==> src/rtl/bru_pkg.sv <==
package bru_pkg;

    localparam int XLEN   = 32;
    localparam int OP_W   = 6;
    localparam int RIDX_W = 5;
    localparam int IMMS_W = 16;
    localparam int IMML_W = 26;

    localparam logic [OP_W-1:0] OP_BEQ   = 6'h11;
    localparam logic [OP_W-1:0] OP_BGTS  = 6'h12;
    localparam logic [OP_W-1:0] OP_BGES  = 6'h13;
    localparam logic [OP_W-1:0] OP_BGEU  = 6'h14;
    localparam logic [OP_W-1:0] OP_BGTU  = 6'h15;
    localparam logic [OP_W-1:0] OP_BNEQ  = 6'h17;
    localparam logic [OP_W-1:0] OP_JREG  = 6'h30;
    localparam logic [OP_W-1:0] OP_CREG  = 6'h36;
    localparam logic [OP_W-1:0] OP_JREL  = 6'h38;
    localparam logic [OP_W-1:0] OP_CREL  = 6'h3E;

    typedef enum logic [1:0] {
        FLOW_SEQ,
        FLOW_COND,
        FLOW_REL,
        FLOW_REG
    } flow_e;

    typedef enum logic [2:0] {
        CMP_EQ,
        CMP_NE,
        CMP_GTS,
        CMP_GES,
        CMP_GTU,
        CMP_GEU
    } cmp_e;

    typedef struct packed {
        flow_e             flow;
        cmp_e              cmp;
        logic              link;
        logic [RIDX_W-1:0] ridx;
        logic [XLEN-1:0]   offset;
    } ctl_t;

    // Sign-extend an immediate of width W and scale it by one word
    function automatic logic [XLEN-1:0] word_offset(input logic [IMML_W-1:0] imm,
                                                    input int unsigned w);
        logic [XLEN-1:0] v;
        v = '0;
        for (int i = 0; i < XLEN; i++) begin
            if (i < 2)
                v[i] = 1'b0;
            else if (i - 2 < int'(w))
                v[i] = imm[i-2];
            else
                v[i] = imm[w-1];
        end
        return v;
    endfunction

endpackage

==> src/rtl/bru_decode.sv <==
module bru_decode
    import bru_pkg::*;
(
    input  logic [XLEN-1:0] instr,
    output ctl_t            ctl
);
    logic [OP_W-1:0]   op;
    logic [IMML_W-1:0] imm_long;
    logic [IMML_W-1:0] imm_short;

    assign op        = instr[XLEN-1 -: OP_W];
    assign imm_long  = instr[IMML_W-1:0];
    assign imm_short = {{(IMML_W-IMMS_W){1'b0}}, instr[IMMS_W-1:0]};

    always_comb begin
        ctl.flow   = FLOW_SEQ;
        ctl.cmp    = CMP_EQ;
        ctl.link   = 1'b0;
        ctl.ridx   = instr[IMML_W-1 -: RIDX_W];
        ctl.offset = word_offset(imm_short, IMMS_W);
        unique case (op)
            OP_BEQ:  begin ctl.flow = FLOW_COND; ctl.cmp = CMP_EQ;  end
            OP_BNEQ: begin ctl.flow = FLOW_COND; ctl.cmp = CMP_NE;  end
            OP_BGTS: begin ctl.flow = FLOW_COND; ctl.cmp = CMP_GTS; end
            OP_BGES: begin ctl.flow = FLOW_COND; ctl.cmp = CMP_GES; end
            OP_BGTU: begin ctl.flow = FLOW_COND; ctl.cmp = CMP_GTU; end
            OP_BGEU: begin ctl.flow = FLOW_COND; ctl.cmp = CMP_GEU; end
            OP_JREL: begin
                ctl.flow   = FLOW_REL;
                ctl.offset = word_offset(imm_long, IMML_W);
            end
            OP_CREL: begin
                ctl.flow   = FLOW_REL;
                ctl.link   = 1'b1;
                ctl.offset = word_offset(imm_long, IMML_W);
            end
            OP_JREG: ctl.flow = FLOW_REG;
            OP_CREG: begin
                ctl.flow = FLOW_REG;
                ctl.link = 1'b1;
            end
            default: ctl.flow = FLOW_SEQ;
        endcase
    end
endmodule

==> src/rtl/bru_compare.sv <==
module bru_compare
    import bru_pkg::*;
(
    input  cmp_e            cmp,
    input  logic [XLEN-1:0] a,
    input  logic [XLEN-1:0] b,
    output logic            hit
);
    logic eq, gts, gtu;

    assign eq  = (a == b);
    assign gts = ($signed(a) > $signed(b));
    assign gtu = (a > b);

    always_comb begin
        unique case (cmp)
            CMP_EQ:  hit = eq;
            CMP_NE:  hit = !eq;
            CMP_GTS: hit = gts;
            CMP_GES: hit = gts | eq;
            CMP_GTU: hit = gtu;
            CMP_GEU: hit = gtu | eq;
            default: hit = 1'b0;
        endcase
    end
endmodule

==> src/rtl/bru_target.sv <==
module bru_target
    import bru_pkg::*;
(
    input  ctl_t            ctl,
    input  logic            cond_hit,
    input  logic [XLEN-1:0] pc,
    input  logic [XLEN-1:0] jreg,
    output logic [XLEN-1:0] target,
    output logic [XLEN-1:0] seq_pc,
    output logic            take
);
    logic [XLEN-1:0] rel_pc;

    assign seq_pc = pc + XLEN'(4);
    assign rel_pc = pc + ctl.offset;

    always_comb begin
        unique case (ctl.flow)
            FLOW_COND: begin
                take   = cond_hit;
                target = cond_hit ? rel_pc : seq_pc;
            end
            FLOW_REL: begin
                take   = 1'b1;
                target = rel_pc;
            end
            FLOW_REG: begin
                take   = 1'b1;
                target = jreg;
            end
            default: begin
                take   = 1'b0;
                target = seq_pc;
            end
        endcase
    end
endmodule

==> src/rtl/bru_nextpc.sv <==
module bru_nextpc
    import bru_pkg::*;
#(
    parameter logic [XLEN-1:0]   RESET_PC = 32'h0000_1000,
    parameter logic [RIDX_W-1:0] LINK_REG = 5'd29,
    parameter logic [RIDX_W-1:0] EXC_REG  = 5'd30,
    parameter logic [RIDX_W-1:0] BRK_REG  = 5'd31
) (
    input  logic              clk,
    input  logic              rst,
    input  logic              instr_valid,
    input  logic [XLEN-1:0]   instr,
    input  logic [XLEN-1:0]   opa,
    input  logic [XLEN-1:0]   opb,
    input  logic [XLEN-1:0]   jreg,
    output logic [XLEN-1:0]   pc_o,
    output logic [XLEN-1:0]   next_pc_o,
    output logic              taken_o,
    output logic              link_we_o,
    output logic [RIDX_W-1:0] link_idx_o,
    output logic [XLEN-1:0]   link_data_o,
    output logic              exc_ret_o,
    output logic              brk_ret_o,
    output logic              align_fault_o
);
    ctl_t            ctl;
    logic            cond_hit;
    logic            take;
    logic [XLEN-1:0] target;
    logic [XLEN-1:0] seq_pc;
    logic [XLEN-1:0] pc_q;
    logic            misaligned;
    logic            commit;
    logic            plain_jump;

    bru_decode u_dec (
        .instr (instr),
        .ctl   (ctl)
    );

    bru_compare u_cmp (
        .cmp (ctl.cmp),
        .a   (opa),
        .b   (opb),
        .hit (cond_hit)
    );

    bru_target u_tgt (
        .ctl      (ctl),
        .cond_hit (cond_hit),
        .pc       (pc_q),
        .jreg     (jreg),
        .target   (target),
        .seq_pc   (seq_pc),
        .take     (take)
    );

    assign misaligned = instr_valid && take && (target[1:0] != 2'b00);
    assign commit     = instr_valid && !misaligned;
    assign plain_jump = commit && (ctl.flow == FLOW_REG) && !ctl.link;

    always_ff @(posedge clk) begin
        if (rst)
            pc_q <= RESET_PC;
        else if (commit)
            pc_q <= target;
    end

    assign pc_o          = pc_q;
    assign next_pc_o     = commit ? target : pc_q;
    assign taken_o       = commit && take;
    assign link_we_o     = commit && ctl.link;
    assign link_idx_o    = LINK_REG;
    assign link_data_o   = seq_pc;
    assign exc_ret_o     = plain_jump && (ctl.ridx == EXC_REG);
    assign brk_ret_o     = plain_jump && (ctl.ridx == BRK_REG);
    assign align_fault_o = misaligned;
endmodule

==> config.mk <==
export PLATFORM = sky130hd
export DESIGN_NAME = bru_nextpc
export DESIGN_NICKNAME = d
export VERILOG_FILES = /design/src/rtl/bru_pkg.sv /design/src/rtl/bru_decode.sv /design/src/rtl/bru_compare.sv /design/src/rtl/bru_target.sv /design/src/rtl/bru_nextpc.sv
export SDC_FILE = /design/constraint.sdc
export NUM_CORES = 1
export LEC_CHECK = 0
export ABC_AREA = 1
export BUFFER_PORTS_ARGS = -buffer_cell sky130_fd_sc_hd__buf_2
export CORE_UTILIZATION = 43
export DETAILED_ROUTE_END_ITERATION = 6
export PLACE_DENSITY_LB_ADDON = 0.05
export SYNTH_ARGS = -nofsm -noshare
export SYNTH_HDL_FRONTEND = slang
export SYNTH_HIERARCHICAL = 1
export SYNTH_SLANG_ARGS = --single-unit
==> constraint.sdc <==
create_clock -name clk -period 4.19 [get_ports clk]
set_input_delay 0.419 -clock clk [delete_from_list [all_inputs] [get_ports clk]]
set_output_delay 0.419 -clock clk [all_outputs]
set_load 0.03 [all_outputs]
==> metrics.txt, run 1 <==
# TYPE chip_impl_metric gauge
chip_impl_metric{name="synth-edff-count",unit=""} 0
chip_impl_metric{name="cts_num_sinks",unit=""} 32
chip_impl_metric{name="hold_violations",unit=""} 0
chip_impl_metric{name="die_y",unit="µm"} 132
chip_impl_metric{name="ff_latch_area",unit="µm²"} 641
chip_impl_metric{name="max-vdd-ir-drop",unit="mV"} 0.177
chip_impl_metric{name="netlist-cell-type-count",unit=""} 46
chip_impl_metric{name="timing.setup.tns",unit="ns"} 0
chip_impl_metric{name="cp_max_fo",unit=""} 12
chip_impl_metric{name="wp_data_required",unit="ns"} 3.77
chip_impl_metric{name="fp.dieW",unit="µm"} 132
chip_impl_metric{name="post_drt_via_cell_ratio",unit=""} 4.75
chip_impl_info{name="yosys-top-cells-count",value="481 x nand2_1, 321 x inv_1, 122 x nand3_1"} 1
chip_impl_metric{name="routedWlPerCell",unit="µm"} 13.3
chip_impl_info{name="crit_path_end_kind",value="output port"} 1
chip_impl_metric{name="hpwl",unit="mm"} 20.3
chip_impl_metric{name="synthesis.area_per_instance",unit="µm²"} 5.21
chip_impl_metric{name="fmax",unit="MHz"} 253
chip_impl_metric{name="final.hold.worst_slack",unit="ns"} 0.568
chip_impl_metric{name="switching_power",unit="mW"} 0.909
chip_impl_info{name="critPathKind",value="primary input to output port"} 1
chip_impl_info{name="setup.worst_path.start_class",value="primary input"} 1
chip_impl_metric{name="tightestPinTransition",unit="ns"} 0.861
chip_impl_metric{name="timing.final.max_slew_violations",unit=""} 0
chip_impl_metric{name="max-slew-margin-rel",unit=""} 0.426
chip_impl_metric{name="globalRouteTotalUtil",unit=""} 0.272
chip_impl_metric{name="core_region_area",unit="mm²"} 0.0166
chip_impl_metric{name="ys_ff_latch",unit=""} 32
chip_impl_metric{name="post_route_wl",unit="mm"} 24.4
chip_impl_metric{name="setup_violations",unit=""} 0
chip_impl_metric{name="power_frac_seq",unit=""} 0.199
chip_impl_metric{name="power.share.switching",unit=""} 0.478
chip_impl_metric{name="finalWeightedCongestion",unit=""} 0.928
chip_impl_metric{name="num_rows",unit=""} 47
chip_impl_metric{name="cts.reportedPaths.clkPinSlew",unit="ns"} 0.06
chip_impl_metric{name="power.density_cell_area",unit="mW/mm²"} 217
chip_impl_metric{name="clock_tree.buffer_depth",unit=""} 2
chip_impl_info{name="run_status",value="finished clean"} 1
chip_impl_metric{name="final_critical_path_required_period",unit="ns"} 3.95
chip_impl_metric{name="netlist_instances",unit=""} 1399
chip_impl_metric{name="boundaryPins",unit=""} 237
chip_impl_metric{name="layout.cell_area.non_filler",unit="mm²"} 0.00877
chip_impl_metric{name="drc",unit=""} 0
chip_impl_metric{name="drt_iter0_drc",unit=""} 588
chip_impl_metric{name="initial_core_util",unit=""} 0.440
chip_impl_metric{name="max_reg_flops",unit=""} 32
chip_impl_metric{name="layout.filler_cells",unit=""} 1879
chip_impl_metric{name="final_net_count",unit=""} 1803
chip_impl_metric{name="io_buffer_count",unit=""} 231
chip_impl_metric{name="synthToLayoutAreaGrowth",unit="%"} 20.3
chip_impl_metric{name="clock_tree.htree_level_count",unit=""} 2
chip_impl_metric{name="total_vias_in_the_final_route",unit=""} 8687
chip_impl_metric{name="ys_seq_area_frac",unit=""} 0.0879
chip_impl_metric{name="postLayoutSetupSlackWorst",unit="ns"} 0.235
chip_impl_info{name="synthFlopType",value="dfxtp_1"} 1
chip_impl_metric{name="finClkSkew",unit="ns"} 0.00303
chip_impl_info{name="cts_tree",value="built"} 1
chip_impl_info{name="synth_most_common_cell",value="nand2_1"} 1
chip_impl_metric{name="p_leak",unit="nW"} 5.65
chip_impl_info{name="yosysTopAreaCell",value="nand2_1"} 1
chip_impl_metric{name="place_area",unit="mm²"} 0.00844
chip_impl_metric{name="drive_above_1_share",unit=""} 0.216
chip_impl_info{name="hp-class",value="primary input to flip-flop"} 1
chip_impl_metric{name="synth.cell_area",unit="mm²"} 0.00729
chip_impl_metric{name="ys_async_sr_fraction",unit=""} 0
chip_impl_metric{name="ys_warn_count",unit=""} 6
chip_impl_metric{name="dieArea",unit="mm²"} 0.0175
chip_impl_metric{name="synth_top_area_frac",unit=""} 0.248
chip_impl_metric{name="maxCapViolCount",unit=""} 0
chip_impl_metric{name="clkLatencyLatePin",unit="ns"} 0.28
chip_impl_metric{name="drtPass1Iterations",unit=""} 5
chip_impl_metric{name="power_frac_comb",unit=""} 0.562
chip_impl_info{name="cts-root-buf",value="clkbuf_16"} 1
chip_impl_metric{name="antenna_found_initial",unit=""} 0
chip_impl_metric{name="post_drt_antenna_nets",unit=""} 0
chip_impl_metric{name="worstPathArrival",unit="ns"} 3.54
chip_impl_metric{name="hold_buf_count_cts",unit=""} 0
chip_impl_metric{name="power.share.clock",unit=""} 0.240
chip_impl_metric{name="wire_length_of_the_first_global_routing_pass",unit="mm"} 38.2
chip_impl_metric{name="cts_buffers",unit=""} 5
chip_impl_metric{name="antenna_cells",unit=""} 0
chip_impl_info{name="yosys-top-cells-area",value="nand2_1 25%, inv_1 17%, ha_1 11%"} 1
chip_impl_metric{name="internal-power",unit="mW"} 0.992
chip_impl_metric{name="grt_pass1_vias",unit=""} 7895
chip_impl_metric{name="globalRouteOverflowTotal",unit=""} 0
chip_impl_metric{name="multi_input_gate_area_in_the_final_layout",unit="mm²"} 0.00505
chip_impl_metric{name="totalPowerFinal",unit="mW"} 1.90
chip_impl_metric{name="pre_cts_slack",unit="ns"} 0.122
chip_impl_metric{name="grt_max_degree",unit=""} 36
chip_impl_metric{name="layout_worst_path_cycle_share",unit=""} 0.944
==> logic make-up (layout without fill, tap and decap cells) <==
group,count (synthesis),after routing,synth area share
other,3,7,0.00154
buffers and inverters,394,597,0.230
flip-flops,32,32,0.0879
adder cells (fa/ha/maj),65,65,0.113
AND/OR/NAND/NOR,808,810,0.483
AO/OA/AOI/OAI,79,79,0.0637
XOR/XNOR,18,18,0.0216
==> critical path, stage by stage <==
cell and delay (ns):
buf_2 0.10, ha_1 0.35, a21oi_1 0.18, o21a_1 0.14, nand2_1 0.07, a21oi_4 0.16
nand2_4 0.08, a21oi_2 0.13, nand2_1 0.06, nand2_1 0.05, nand4_1 0.16, a21oi_2 0.20
inv_1 0.08, buf_4 0.19, o221ai_1 0.18, inv_1 0.12, nand2_4 0.14, nand2_8 0.11
clkbuf_16 0.19, nand3_1 0.07, nand2_1 0.08, inv_1 0.06, buf_2 0.18
==> stage by stage <==
step	std cells	utilization
global placement	1812	0.509
CTS	1820	0.520
detailed placement	1812	0.509
finish	1828	0.529
global route	1828	0.529
floorplan	1403	-
==> layout by cell type, fill, tap and decap left out, types with 10 or more instances in the layout <==
cell type	netlist	routed
xor2_1	16	16
ha_1	64	64
nor2_1	115	114
inv_1	321	320
buf_2	3	229
dfxtp_1	32	32
o21ai_0	15	15
a21oi_1	43	40
nand4_1	10	10
nor2_2	13	14
buf_4	34	19
nand2_2	27	29
nand2_1	481	478
nand3_1	122	121
inv_2	13	14
nor3_1	12	12
==> path summary, 6_finish.rpt <==
path,slack (ns),start,depth (start not counted),to
min reg2reg,0.63,pc_o[0],4,pc_o[0]
min,0.57,jreg[12],5,pc_o[12]
max reg2reg,1.63,pc_o[12],13,pc_o[14]
max,0.24,opa[31],23,next_pc_o[25]
==> timing repair <==
action / in CTS / in global routing
buffers inserted: 0 / 5
setup endpoints to repair: 0 / 36
gates resized for setup: 0 / 17
==> final cells by class <==
| class | count | share of cell area |
|---|---|---|
| timing repair buffer | 252 | 0.154 |
| tap | 220 | 0.0314 |
| inverter | 337 | 0.145 |
| clock inverter | 1 | 0.00342 |
| sequential | 32 | 0.0731 |
| multi-input combinational | 979 | 0.576 |
| clock buffer | 7 | 0.0174 |
==> metal layers <==
layer / GRT usage / vias up / part of all wire
met5: 0 / - / 0
met3: 0.0377 / 30 / 0.064
met1: 0.347 / 3759 / 0.45
met2: 0.482 / 304 / 0.46
li1: - / 4594 / -
met4: 0.0594 / 0 / 0.019
==> power by group through the flow <==
stage	logic, mW	registers, mW	clock network, mW
floorplan	0.721	0.417	0
global route	1.19	0.380	0.475
detailed placement	1.05	0.385	0
CTS	1.05	0.379	0.463
global placement	1.04	0.386	0
finish	1.07	0.378	0.456
Power figures use the tool's default switching activity.
==> run 2, diff against run 1 <==
GPL_TIMING_DRIVEN = 0   (was unset)
clock period = 3.53 ns   (was 4.19 ns; I/O delays follow)
==> metrics.txt, run 2 (synthesis results as in run 1) <==
# TYPE chip_impl_metric gauge
chip_impl_info{name="run_status",value="finished with violations"} 1
chip_impl_info{name="violations_in_the_final_reports",value="setup timing"} 1
chip_impl_metric{name="cts.reportedPaths.clkPinSlew",unit="ns"} 0.06
chip_impl_metric{name="globalRouteTotalUtil",unit=""} 0.314
chip_impl_metric{name="tightestPinTransition",unit="ns"} 0.838
chip_impl_metric{name="post_route_wl",unit="mm"} 28.6
chip_impl_info{name="setup.worst_path.start_class",value="primary input"} 1
chip_impl_metric{name="antenna_cells",unit=""} 0
chip_impl_metric{name="finClkSkew",unit="ns"} 0.00537
chip_impl_metric{name="core_region_area",unit="mm²"} 0.0166
chip_impl_info{name="cts-root-buf",value="clkbuf_16"} 1
chip_impl_metric{name="timing.setup.tns",unit="ns"} -6.10
chip_impl_metric{name="drive_above_1_share",unit=""} 0.291
chip_impl_metric{name="finalWeightedCongestion",unit=""} 0.947
chip_impl_metric{name="layout_worst_path_cycle_share",unit=""} 1.06
chip_impl_metric{name="fmax",unit="MHz"} 267
chip_impl_metric{name="final_cell_count_no_fill",unit=""} 1874
chip_impl_metric{name="maxCapViolCount",unit=""} 0
chip_impl_metric{name="total_vias_in_the_final_route",unit=""} 9149
chip_impl_metric{name="synthToLayoutAreaGrowth",unit="%"} 37.2
chip_impl_metric{name="drtPass1Iterations",unit=""} 5
chip_impl_metric{name="max-slew-margin-rel",unit=""} 0.441
chip_impl_metric{name="place.detailed.instances",unit=""} 1838
chip_impl_metric{name="postLayoutSetupSlackWorst",unit="ns"} -0.208
chip_impl_metric{name="ff_latch_area",unit="µm²"} 641
chip_impl_info{name="rsz0062_at_grt",value="yes"} 1
chip_impl_metric{name="clock_tree.buffer_depth",unit=""} 2
chip_impl_metric{name="cts_num_sinks",unit=""} 32
chip_impl_metric{name="clkLatencyLatePin",unit="ns"} 0.28
chip_impl_metric{name="final_critical_path_required_period",unit="ns"} 3.74
chip_impl_metric{name="hold_violations",unit=""} 0
chip_impl_metric{name="initial_core_util",unit=""} 0.440
chip_impl_metric{name="max-vdd-ir-drop",unit="mV"} 0.197
chip_impl_metric{name="timing.final.max_slew_violations",unit=""} 0
chip_impl_metric{name="cts_buffers",unit=""} 5
chip_impl_metric{name="power.density_cell_area",unit="mW/mm²"} 247
chip_impl_metric{name="grt_pass1_vias",unit=""} 8513
chip_impl_metric{name="drc",unit=""} 0
chip_impl_metric{name="grt_max_degree",unit=""} 11
chip_impl_metric{name="post_drt_antenna_nets",unit=""} 0
chip_impl_metric{name="finalCoreUtilization",unit=""} 0.603
chip_impl_metric{name="multi_input_gate_area_in_the_final_layout",unit="mm²"} 0.00562
chip_impl_info{name="layout.cells.most_common_list",value="453 x nand2_1, 299 x inv_1, 169 x buf_2"} 1
chip_impl_metric{name="post_drt_via_cell_ratio",unit=""} 4.88
chip_impl_metric{name="num_rows",unit=""} 47
chip_impl_metric{name="fp.dieW",unit="µm"} 132
chip_impl_metric{name="die_y",unit="µm"} 132
chip_impl_metric{name="hold_buf_count_cts",unit=""} 0
chip_impl_metric{name="globalRouteOverflowTotal",unit=""} 0
chip_impl_info{name="hp-class",value="primary input to flip-flop"} 1
chip_impl_metric{name="layout.filler_cells",unit=""} 1723
chip_impl_metric{name="cp_max_fo",unit=""} 6
chip_impl_metric{name="place_area",unit="mm²"} 0.00868
chip_impl_metric{name="clock_tree.htree_level_count",unit=""} 2
chip_impl_info{name="critPathKind",value="primary input to output port"} 1
chip_impl_metric{name="totalPowerFinal",unit="mW"} 2.47
chip_impl_metric{name="final_net_count",unit=""} 1849
chip_impl_metric{name="dieArea",unit="mm²"} 0.0175
chip_impl_metric{name="max_reg_flops",unit=""} 32
chip_impl_metric{name="wire_length_of_the_first_global_routing_pass",unit="mm"} 43.1
chip_impl_info{name="crit_path_end_kind",value="output port"} 1
chip_impl_metric{name="layout.cell_area.non_filler",unit="mm²"} 0.0100
chip_impl_metric{name="drt_iter0_drc",unit=""} 655
chip_impl_metric{name="routedWlPerCell",unit="µm"} 15.3
chip_impl_metric{name="wp_data_required",unit="ns"} 3.18
chip_impl_metric{name="boundaryPins",unit=""} 237
chip_impl_info{name="leading_cell_type_in_the_layout_fill_and_taps_excluded",value="nand2_1"} 1
chip_impl_metric{name="p_leak",unit="nW"} 5.98
chip_impl_metric{name="setup_violations",unit=""} 36
chip_impl_info{name="cts_tree",value="built"} 1
chip_impl_metric{name="hpwl",unit="mm"} 23.0
chip_impl_metric{name="worstPathArrival",unit="ns"} 3.39
chip_impl_metric{name="antenna_found_initial",unit=""} 0
chip_impl_metric{name="io_buffer_count",unit=""} 215
-- run 2: area by class of cell --
class,count,area share
sequential,32,0.0641
clock buffer,6,0.0129
timing repair buffer,243,0.156
inverter,337,0.128
tap,220,0.0275
buffer,57,0.0464
clock inverter,2,0.00350
multi-input combinational,977,0.562
-- run 2: per-layer routing --
layer | vias up | global-route usage | share of wire
met5 | - | 0 | 0
met4 | 0 | 0.0824 | 0.020
met3 | 35 | 0.0350 | 0.064
met2 | 344 | 0.563 | 0.48
met1 | 4103 | 0.397 | 0.43
li1 | 4667 | - | -
-- run 2: power by group --
| group | total, mW | leakage [nW] | internal (mW) | switching, mW |
|---|---|---|---|---|
| logic | 1.50 | 5.64 | 0.554 | 0.947 |
| registers | 0.468 | 0.265 | 0.391 | 0.0777 |
| clock network | 0.500 | 0.0808 | 0.332 | 0.168 |
| total | 2.47 | 5.98 | 1.28 | 1.19 |
-- run 2: repair_timing --
| item | CTS | global route |
|---|---|---|
| resized for setup | 144 | 68 |
| cloned | 1 | 1 |
| pin swaps | 39 | 45 |
| setup buffers | 16 | 10 |
| setup endpoints to repair | 69 | 37 |
-- run 2: path summary, 6_finish.rpt --
check            from  slack, ns  depth (start not counted)        end
min reg2reg  pc_o[23]       0.63                          4   pc_o[23]
max reg2reg   pc_o[5]       0.80                         14   pc_o[15]
max           opb[29]      -0.21                         27  brk_ret_o
min               rst       0.29                          2   pc_o[15]
-- run 2: worst max-delay path: stages --
cell and delay [ns]:
buf_2 0.10, inv_2 0.06, ha_4 0.21, a21oi_2 0.15, o21a_1 0.14, nand2_2 0.07
a21oi_4 0.19, nand2_4 0.09, a21oi_2 0.12, nand2_1 0.06, nand2_1 0.05, nand4_1 0.09
buf_6 0.15, a21oi_4 0.16, inv_2 0.09, nand2_4 0.08, inv_2 0.05, buf_8 0.11
nand2_4 0.05, nand3_4 0.10, inv_4 0.08, nand2_4 0.07, nand2_8 0.11, buf_8 0.13
nand3b_1 0.21, nor2_4 0.16, buf_6 0.14
-- run 2: per-stage QoR --
stage	setup WS [ns]	hold slack [ns]
after global placement	-1.18	0.582
after CTS	-0.259	0.288
after global routing	-0.363	0.303
after detailed placement	-1.19	0.591
final	-0.208	0.294
after floorplan	0.0151	0.420
